### src/rtl/irq_agg_pkg.sv
package irq_agg_pkg;
  localparam int STAT_BITS   = 15;
  localparam int WORD_BITS   = 32;
  localparam int RX_DONE_POS = 2;

  typedef enum logic [1:0] {
    SEL_EN   = 2'd0,
    SEL_STAT = 2'd1,
    SEL_SUM  = 2'd2,
    SEL_NONE = 2'd3
  } reg_sel_e;
endpackage

### src/rtl/irq_reg_decode.sv
module irq_reg_decode
  import irq_agg_pkg::*;
#(
  parameter int NBUS   = 4,
  parameter int BIDX_W = 2
) (
  input  logic              clk,
  input  logic              rst_n,
  input  logic              reg_valid,
  input  logic              reg_write,
  input  logic [BIDX_W-1:0] bus_idx,
  input  reg_sel_e          sel,
  output logic [NBUS-1:0]   en_wr,
  output logic [NBUS-1:0]   st_wr
);
  logic wr_go;
  assign wr_go = reg_valid && reg_write;

  for (genvar b = 0; b < NBUS; b++) begin : g_dec
    assign en_wr[b] = wr_go && (sel == SEL_EN)   && (bus_idx == BIDX_W'(b));
    assign st_wr[b] = wr_go && (sel == SEL_STAT) && (bus_idx == BIDX_W'(b));
  end

  // one access reaches at most one register
  a_r11_single_target: assert property (@(posedge clk) disable iff (!rst_n)
    $onehot0({en_wr, st_wr}));

  // a summary-select write reaches no per-bus register
  a_r9_sum_write_inert: assert property (@(posedge clk) disable iff (!rst_n)
    (wr_go && sel == SEL_SUM) |-> (en_wr == '0 && st_wr == '0));
endmodule

### src/rtl/irq_bus_slice.sv
module irq_bus_slice
  import irq_agg_pkg::*;
#(
  parameter int STAT_W = STAT_BITS,
  parameter int DATA_W = WORD_BITS,
  parameter int RX_BIT = RX_DONE_POS
) (
  input  logic              clk,
  input  logic              rst_n,
  input  logic              en_wr,
  input  logic              st_wr,
  input  logic [DATA_W-1:0] wdata,
  input  logic [STAT_W-1:0] ev_set,
  input  logic              rx_pending,
  input  logic              bus_clr,
  output logic [STAT_W-1:0] enable_q,
  output logic [STAT_W-1:0] status_q,
  output logic              summ_q,
  output logic              relaunch_q
);
  logic [STAT_W-1:0] clr_bits, merged, status_d;
  logic              relaunch_now, post, summ_d;

  assign clr_bits     = st_wr ? wdata[STAT_W-1:0] : '0;
  assign relaunch_now = st_wr && status_q[RX_BIT] && wdata[RX_BIT] && rx_pending;
  assign post         = (|ev_set) || relaunch_now;
  assign merged       = (status_q & ~clr_bits) | ev_set;
  assign status_d     = post ? (merged & enable_q) : merged;

  always_comb begin
    summ_d = summ_q;
    if (post && (|status_d))            summ_d = 1'b1;
    else if (st_wr && status_d == '0)   summ_d = 1'b0;
  end

  always_ff @(posedge clk or negedge rst_n) begin
    if (!rst_n) begin
      enable_q   <= '0;
      status_q   <= '0;
      summ_q     <= 1'b0;
      relaunch_q <= 1'b0;
    end else if (bus_clr) begin
      enable_q   <= '0;
      status_q   <= '0;
      summ_q     <= 1'b0;
      relaunch_q <= 1'b0;
    end else begin
      if (en_wr) enable_q <= wdata[STAT_W-1:0];
      status_q   <= status_d;
      summ_q     <= summ_d;
      relaunch_q <= relaunch_now;
    end
  end

  // after a post no status bit lies outside the prior enable mask
  a_r3_masked_after_post: assert property (@(posedge clk) disable iff (!rst_n)
    post |=> ((status_q & ~$past(enable_q)) == '0));

  // an enabled event bit is present after its cycle, whatever the clear
  a_r7_event_kept: assert property (@(posedge clk) disable iff (!rst_n)
    ((|(ev_set & enable_q)) && !bus_clr) |=>
      ((status_q & $past(ev_set & enable_q)) == $past(ev_set & enable_q)));

  // a status write never leaves the summary set over a zero status
  a_r5_zero_drops_summary: assert property (@(posedge clk) disable iff (!rst_n)
    (st_wr && !bus_clr) |=> (status_q != '0 || !summ_q));

  // the summary bit only rises after a post
  a_r4_summary_rises_on_post: assert property (@(posedge clk) disable iff (!rst_n)
    $rose(summ_q) |-> $past(post));

  // a re-launch request needs a pending receive and a status write
  a_r8_relaunch_cause: assert property (@(posedge clk) disable iff (!rst_n)
    relaunch_q |-> $past(rx_pending && st_wr));

  // a bus clear empties the slice
  a_r10_clear_empties: assert property (@(posedge clk) disable iff (!rst_n)
    bus_clr |=> (enable_q == '0 && status_q == '0 && !summ_q));
endmodule

### src/rtl/irq_read_mux.sv
module irq_read_mux
  import irq_agg_pkg::*;
#(
  parameter int NBUS   = 4,
  parameter int STAT_W = STAT_BITS,
  parameter int DATA_W = WORD_BITS,
  parameter int BIDX_W = 2
) (
  input  logic [BIDX_W-1:0]             bus_idx,
  input  reg_sel_e                      sel,
  input  logic [NBUS-1:0][STAT_W-1:0]   enable_all,
  input  logic [NBUS-1:0][STAT_W-1:0]   status_all,
  input  logic [NBUS-1:0]               summ,
  output logic [DATA_W-1:0]             rdata
);
  always_comb begin
    rdata = '0;
    unique case (sel)
      SEL_EN: begin
        for (int b = 0; b < NBUS; b++)
          if (bus_idx == BIDX_W'(b)) rdata[STAT_W-1:0] = enable_all[b];
      end
      SEL_STAT: begin
        for (int b = 0; b < NBUS; b++)
          if (bus_idx == BIDX_W'(b)) rdata[STAT_W-1:0] = status_all[b];
      end
      SEL_SUM:  rdata[NBUS-1:0] = summ;
      default:  rdata = '0;
    endcase
  end
endmodule

### src/rtl/irq_status_agg.sv
module irq_status_agg
  import irq_agg_pkg::*;
#(
  parameter int NBUS   = 4,
  parameter int STAT_W = STAT_BITS,
  parameter int DATA_W = WORD_BITS,
  localparam int BIDX_W = (NBUS > 1) ? $clog2(NBUS) : 1,
  localparam int ADDR_W = BIDX_W + 2
) (
  input  logic                   clk,
  input  logic                   rst_n,
  input  logic                   reg_valid,
  input  logic                   reg_write,
  input  logic [ADDR_W-1:0]      reg_addr,
  input  logic [DATA_W-1:0]      reg_wdata,
  output logic [DATA_W-1:0]      reg_rdata,
  input  logic [NBUS*STAT_W-1:0] ev_set,
  input  logic [NBUS-1:0]        rx_pending,
  input  logic [NBUS-1:0]        bus_clr,
  output logic [NBUS-1:0]        rx_relaunch,
  output logic                   irq
);
  reg_sel_e                    sel;
  logic [BIDX_W-1:0]           bus_idx;
  logic [NBUS-1:0]             en_wr, st_wr, summ;
  logic [NBUS-1:0][STAT_W-1:0] ev_vec, enable_all, status_all;

  assign sel     = reg_sel_e'(reg_addr[1:0]);
  assign bus_idx = reg_addr[ADDR_W-1:2];
  assign ev_vec  = ev_set;

  irq_reg_decode #(.NBUS(NBUS), .BIDX_W(BIDX_W)) u_dec (
    .clk(clk), .rst_n(rst_n), .reg_valid(reg_valid), .reg_write(reg_write),
    .bus_idx(bus_idx), .sel(sel), .en_wr(en_wr), .st_wr(st_wr)
  );

  for (genvar b = 0; b < NBUS; b++) begin : g_bus
    irq_bus_slice #(.STAT_W(STAT_W), .DATA_W(DATA_W)) u_slice (
      .clk(clk), .rst_n(rst_n), .en_wr(en_wr[b]), .st_wr(st_wr[b]),
      .wdata(reg_wdata), .ev_set(ev_vec[b]), .rx_pending(rx_pending[b]),
      .bus_clr(bus_clr[b]), .enable_q(enable_all[b]), .status_q(status_all[b]),
      .summ_q(summ[b]), .relaunch_q(rx_relaunch[b])
    );
  end

  irq_read_mux #(.NBUS(NBUS), .STAT_W(STAT_W), .DATA_W(DATA_W), .BIDX_W(BIDX_W)) u_rd (
    .bus_idx(bus_idx), .sel(sel), .enable_all(enable_all), .status_all(status_all),
    .summ(summ), .rdata(reg_rdata)
  );

  assign irq = |summ;

  // the line cannot rise without some bus posting in the prior cycle
  a_r6_irq_rise_needs_event: assert property (@(posedge clk) disable iff (!rst_n)
    $rose(irq) |-> $past((|ev_set) || (|st_wr)));
endmodule

### config.mk
export PLATFORM = sky130hd
export DESIGN_NAME = irq_status_agg
export DESIGN_NICKNAME = d
export VERILOG_FILES = /design/src/rtl/irq_agg_pkg.sv /design/src/rtl/irq_reg_decode.sv /design/src/rtl/irq_bus_slice.sv /design/src/rtl/irq_read_mux.sv /design/src/rtl/irq_status_agg.sv
export SDC_FILE = /design/constraint.sdc
export NUM_CORES = 1
export LEC_CHECK = 0
export BUFFER_PORTS_ARGS = -buffer_cell sky130_fd_sc_hd__buf_2
export CAP_MARGIN = 20
export CORE_ASPECT_RATIO = 1.5
export CORE_MARGIN = 2
export CORE_UTILIZATION = 50
export DETAILED_ROUTE_END_ITERATION = 6
export GPL_TIMING_DRIVEN = 0
export PLACE_DENSITY = 0.72
export SYNTH_ARGS = -nofsm -noshare
export SYNTH_HDL_FRONTEND = slang
export SYNTH_SLANG_ARGS = --single-unit
### constraint.sdc
create_clock -name clk -period 2.5 [get_ports clk]
set_input_delay 0.125 -clock clk [delete_from_list [all_inputs] [get_ports clk]]
set_output_delay 0.125 -clock clk [all_outputs]
set_load 0.02 [all_outputs]
# Word level (Yosys, flattened, before mapping)
# Cells that the tools add are included.
# word_totals
ff_bits,128
out_inout_bits,37
elab_cells,141
# op_classes
eq_ne,5
mux,46
bitwise_logic,16
reduce_logical,58
# ops
operator,count
15-bit two-way mux,28
15-bit bitwise AND,8
15-bit OR reduction,8
15-bit logical NOT,4
15-bit inverter,4
15-bit OR,4
1-bit logical AND,31
11-bit case mux with 2 select lines,1
1-bit two-way mux,16
4-bit case mux with 3 select lines,1
3-bit nonzero test,4
2-bit nonzero test,4
"2-bit equality test, second input constant",3
"2-bit by 1-bit equality test with 1-bit output, second input constant",2
2-bit logical NOT,2
1-bit logical OR,4
4-bit OR reduction,1

# Logic depth before layout (Yosys ltp)
# logic_depth
word_depth,14
depth_mapped,10
depth_no_buf,6

# By module
# From an unflattened synthesis, not the netlist that was laid out.
# unflattened
hier_cells,803
area_unflattened_um2,7896.3
# modules_own_cells
module,instances,cells_each,area_each_um2,seq_area_each_um2
irq_bus_slice,4,170,1654.1,800.8
irq_read_mux,1,109,1199.9,0.0
irq_reg_decode,1,13,72.6,0.0
irq_status_agg,1,1,7.5,0.0

# Least setup slack after synthesis
# No wires, ideal clock.
# synth_timing
kind,input to register
from,input port reg_addr[1]
to,register g_bus[1].u_slice.summ_q
setup_time_ns,0.124
arrival_time_ns,1.965
required_time_ns,2.376
path_slack_ns,0.411
stages,8
cell_sequence,buf_6 > and4b_1 > buf_4 > nand3_1 > a21o_1 > or4_1 > o41a_1 > o31a_1
# synth_between
elab_chain_len,13
word_cells_on_any_way,20
# synth_lines
item,line_no,rtl
"start, declared",irq_status_agg.sv:14,"input logic [ADDR_W-1:0] reg_addr,"
2-bit by 1-bit equality test with 1-bit output *,irq_reg_decode.sv:21,assign st_wr[b] = wr_go && (sel == SEL_STAT) && (bus_idx == BIDX_W'(b));
1-bit logical AND * (2 in series),irq_reg_decode.sv:21,
15-bit two-way mux,irq_bus_slice.sv:24,assign clr_bits = st_wr ? wdata[STAT_W-1:0] : '0;
15-bit inverter,irq_bus_slice.sv:27,assign merged = (status_q & ~clr_bits) | ev_set;
15-bit bitwise AND,irq_bus_slice.sv:27,
15-bit OR,irq_bus_slice.sv:27,
15-bit bitwise AND,irq_bus_slice.sv:28,assign status_d = post ? (merged & enable_q) : merged;
15-bit two-way mux,irq_bus_slice.sv:28,
15-bit OR reduction,irq_bus_slice.sv:32,if (post && (|status_d)) summ_d = 1'b1;
1-bit logical AND,irq_bus_slice.sv:32,
1-bit two-way mux,irq_bus_slice.sv:32,
1-bit two-way mux,irq_bus_slice.sv:42,end else if (bus_clr) begin
"end signal, assigned",irq_bus_slice.sv:50,summ_q <= summ_d;
"end, declared",irq_bus_slice.sv:18,"output logic summ_q,"
# Every way passes the cells marked *; elsewhere a longest branch is shown, timed or not.
# A chain may end at the register's enable or synchronous reset.

# Worst setup path after layout
# layout_timing
from,input port reg_addr[1]
to,register g_bus[2].u_slice.summ_q
# layout_between
elab_chain_len,13
word_cells_on_any_way,20
# layout_lines
item,line_no
2-bit by 1-bit equality test with 1-bit output *,irq_reg_decode.sv:21
1-bit logical AND * (2 in series),irq_reg_decode.sv:21
15-bit two-way mux,irq_bus_slice.sv:24
15-bit inverter,irq_bus_slice.sv:27
15-bit bitwise AND,irq_bus_slice.sv:27
15-bit OR,irq_bus_slice.sv:27
15-bit bitwise AND,irq_bus_slice.sv:28
15-bit two-way mux,irq_bus_slice.sv:28
15-bit OR reduction,irq_bus_slice.sv:32
1-bit logical AND,irq_bus_slice.sv:32
1-bit two-way mux,irq_bus_slice.sv:32
1-bit two-way mux,irq_bus_slice.sv:42
"end signal, assigned",irq_bus_slice.sv:50
"end, declared",irq_bus_slice.sv:18
# Marked as above.

==> reports/qor.yml <==
status:
  run_status: "finished clean"
synth:
  yosys_warnings: 0
  synth_top_area_frac: 0.424
  synth_seq_cells: 128
  syn_area_um2: 7560
  synthesis.instances: 800
  syn_area_per_cell_um2: 9.45
  synth_most_common_cell: "dfrtp_1"
  yosysSeqAreaShare: 0.424
  synthArstFlopShare: 1.00
  ys_types: 54
  synth_flop_cell: "dfrtp_1"
  synthTopCellsByArea: "dfrtp_1, a22o_1, mux4_2"
  synth-edff-count: 0
  synth_top_area_cell: "dfrtp_1"
  synth_common_cells: "dfrtp_1, nor2_1, a22o_1"
global_route:
  grt_pass1_wl_mm: 46.3
  grt_max_degree: 90
  antenna_found_initial: 1
  grt_overflow: 0
  track_usage: 0.387
  grt_pass1_vias: 7695
clock_tree:
  clock_latency_ns: 0.42
  clkTransAtPathRegs_ns: 0.05
  cts-root-buf: "clkbuf_16"
  cts_setup_buffers: 0
  cts_tree: "done"
  cts_sinks: 128
  numCtsBuffers: 17
  clock_path_buffers: 2
  h-tree-depth: 4
drt:
  wl_per_cell_um: 26.9
  vias: 7908
  first_iter_violations: 922
  drtPass1Iterations: 5
  drt_drc_violations_left: 0
  ant_nets: 0
  wl_mm: 30.8
  via_per_inst: 6.91
critical_path:
  path_class: "in -> reg"
  cp-end-kind: "register"
  cp_max_fo: 10
  worstPathRequired_ns: 2.76
  worst_setup_path_start_kind: "input port"
  arrival_ns: 2.70
cells_and_area:
  layout.nets: 1043
  fin_cells: 1145
  final_layout_size_suffix_gt1_frac: 0.198
  n_fill_cell: 1280
  multi_input_area_um2: 3820
  ff_latch_area_um2: 3200
  synthToLayoutAreaGrowth_pct: 19.8
sta:
  max-slew-margin-rel: 0.384
  hold_violations: 0
  grt_setup_unrepaired: "no"
  fin_skew_ns: 0.00787
  tightest_slew_ns: 0.916
  period_needed_ns: 2.44
  period_share: 0.976
  hold_slack_ns: 0.0000407
  slew_violations: 0
  setup_viol: 0
  max_freq_mhz: 410
placement:
  dp.cells: 1111
  gp_congestion: 1.03
  hpwl_mm: 22.7
  io_buffers: 95
power:
  max-vdd-ir-drop_v: 0.000374
  p_per_area_nw_per_um2: 596
  p_leak_nw: 4.05
floorplanning:
  die_h_um: 155
  num_io_pins: 145
  fp.coreArea_um2: 14900
  row_count: 55
  fp.dieArea_um2: 16100
  die_x_um: 104
  initial_core_util: 0.506
hold_path:
  holdCritPathClass: "in -> reg"
flow_run:
  maxCapViolations: 0
[kinds of logic after synthesis]
logic type      Yosys count  synth area share
mux                      30            0.0761
simple gates            289             0.193
other cells               1          0.000496
flops                   128             0.424
buf+inv                 133            0.0793
compound gates          219             0.228
[stage by stage]
stage	TNS, ns	instance area, um^2	util	worst slack, ns	total power, mW
floorplan	0	7620	-	0.411	2.46
finish	0	9060	0.606	0.0597	5.40
global route	0	9050	0.606	0.0343	5.52
detailed placement	-5.84	8380	0.561	-0.330	2.74
global placement	-60.49	8350	0.559	-0.445	2.73
CTS	0	9050	0.606	0.0718	5.35
[where the power goes]
group	internal (mW)	switching, mW	total [mW]
logic	0.203	0.428	0.631
clock network	1.76	0.905	2.66
registers	2.09	0.0215	2.11
[what timing repair did]
action	CTS	global route
resized for setup	4	4
hold buffers	5	0
endpoints found under the setup margin	5	3
endpoints found under the hold margin	43	0
[cell type report]
class | instances | share of cell area
inverter | 54 | 0.0224
tap | 199 | 0.0275
clock buffer | 23 | 0.0539
buffer | 77 | 0.0435
timing repair buffer | 102 | 0.0623
antenna | 1 | 0.000276
multi-input combinational | 555 | 0.422
clock inverter | 6 | 0.0144
sequential | 128 | 0.354
[final timing paths]
kind	from	endpoint	slack (ns)	cells past startpoint
worst min-delay path	ev_set[54]	g_bus[3].u_slice.status_q[9]	0.00004	3
worst max-delay path	reg_addr[1]	g_bus[2].u_slice.summ_q	0.06	10
max in group asynchronous	rst_n	g_bus[1].u_slice.enable_q[2]	1.51	3
worst max register to register	g_bus[1].u_slice.status_q[2]	g_bus[1].u_slice.status_q[6]	0.31	4
worst min register to register	g_bus[3].u_slice.enable_q[12]	g_bus[3].u_slice.enable_q[12]	0.55	1
min in group asynchronous	rst_n	g_bus[2].u_slice.enable_q[14]	0.18	2
[layer usage]
layer	vias up	track usage	wire length, um
met5	-	0	0
met1	3774	0.447	10500
met3	187	0.102	3500
met4	0	0.318	2850
li1	3262	-	-
met2	685	0.601	13900
[cells in the final DEF, fill, tap and decap left out, types with 22 or more instances in the layout]
| master | synthesis | final |
|---|---|---|
| nand2_1 | 42 | 42 |
| buf_4 | 22 | 22 |
| a21oi_1 | 25 | 25 |
| a41oi_1 | 42 | 42 |
| clkbuf_1 | 41 | 39 |
| nor2_1 | 113 | 113 |
| dfrtp_1 | 128 | 128 |
| inv_1 | 54 | 54 |
| buf_2 | 8 | 106 |
| nor4_1 | 22 | 22 |
| nor3b_1 | 43 | 43 |
| mux4_2 | 22 | 22 |
| a22o_1 | 65 | 65 |
| nor3_1 | 24 | 24 |
[state kept, by name, indices dropped and copies added, names as in the netlist]
signal and cells:
g_bus.u_slice.enable_q 60, g_bus.u_slice.relaunch_q 4, g_bus.u_slice.summ_q 4, g_bus.u_slice.status_q 60
[worst max-delay path, stage by stage]
cell and delay (ns):
buf_6 0.11, and4b_1 0.28, buf_4 0.19, buf_2 0.31, buf_2 0.41, a41oi_1 0.25
nor4_1 0.46, nand4_1 0.17, o31ai_1 0.23, a311oi_1 0.15
(Power assumes the default switching activity.)
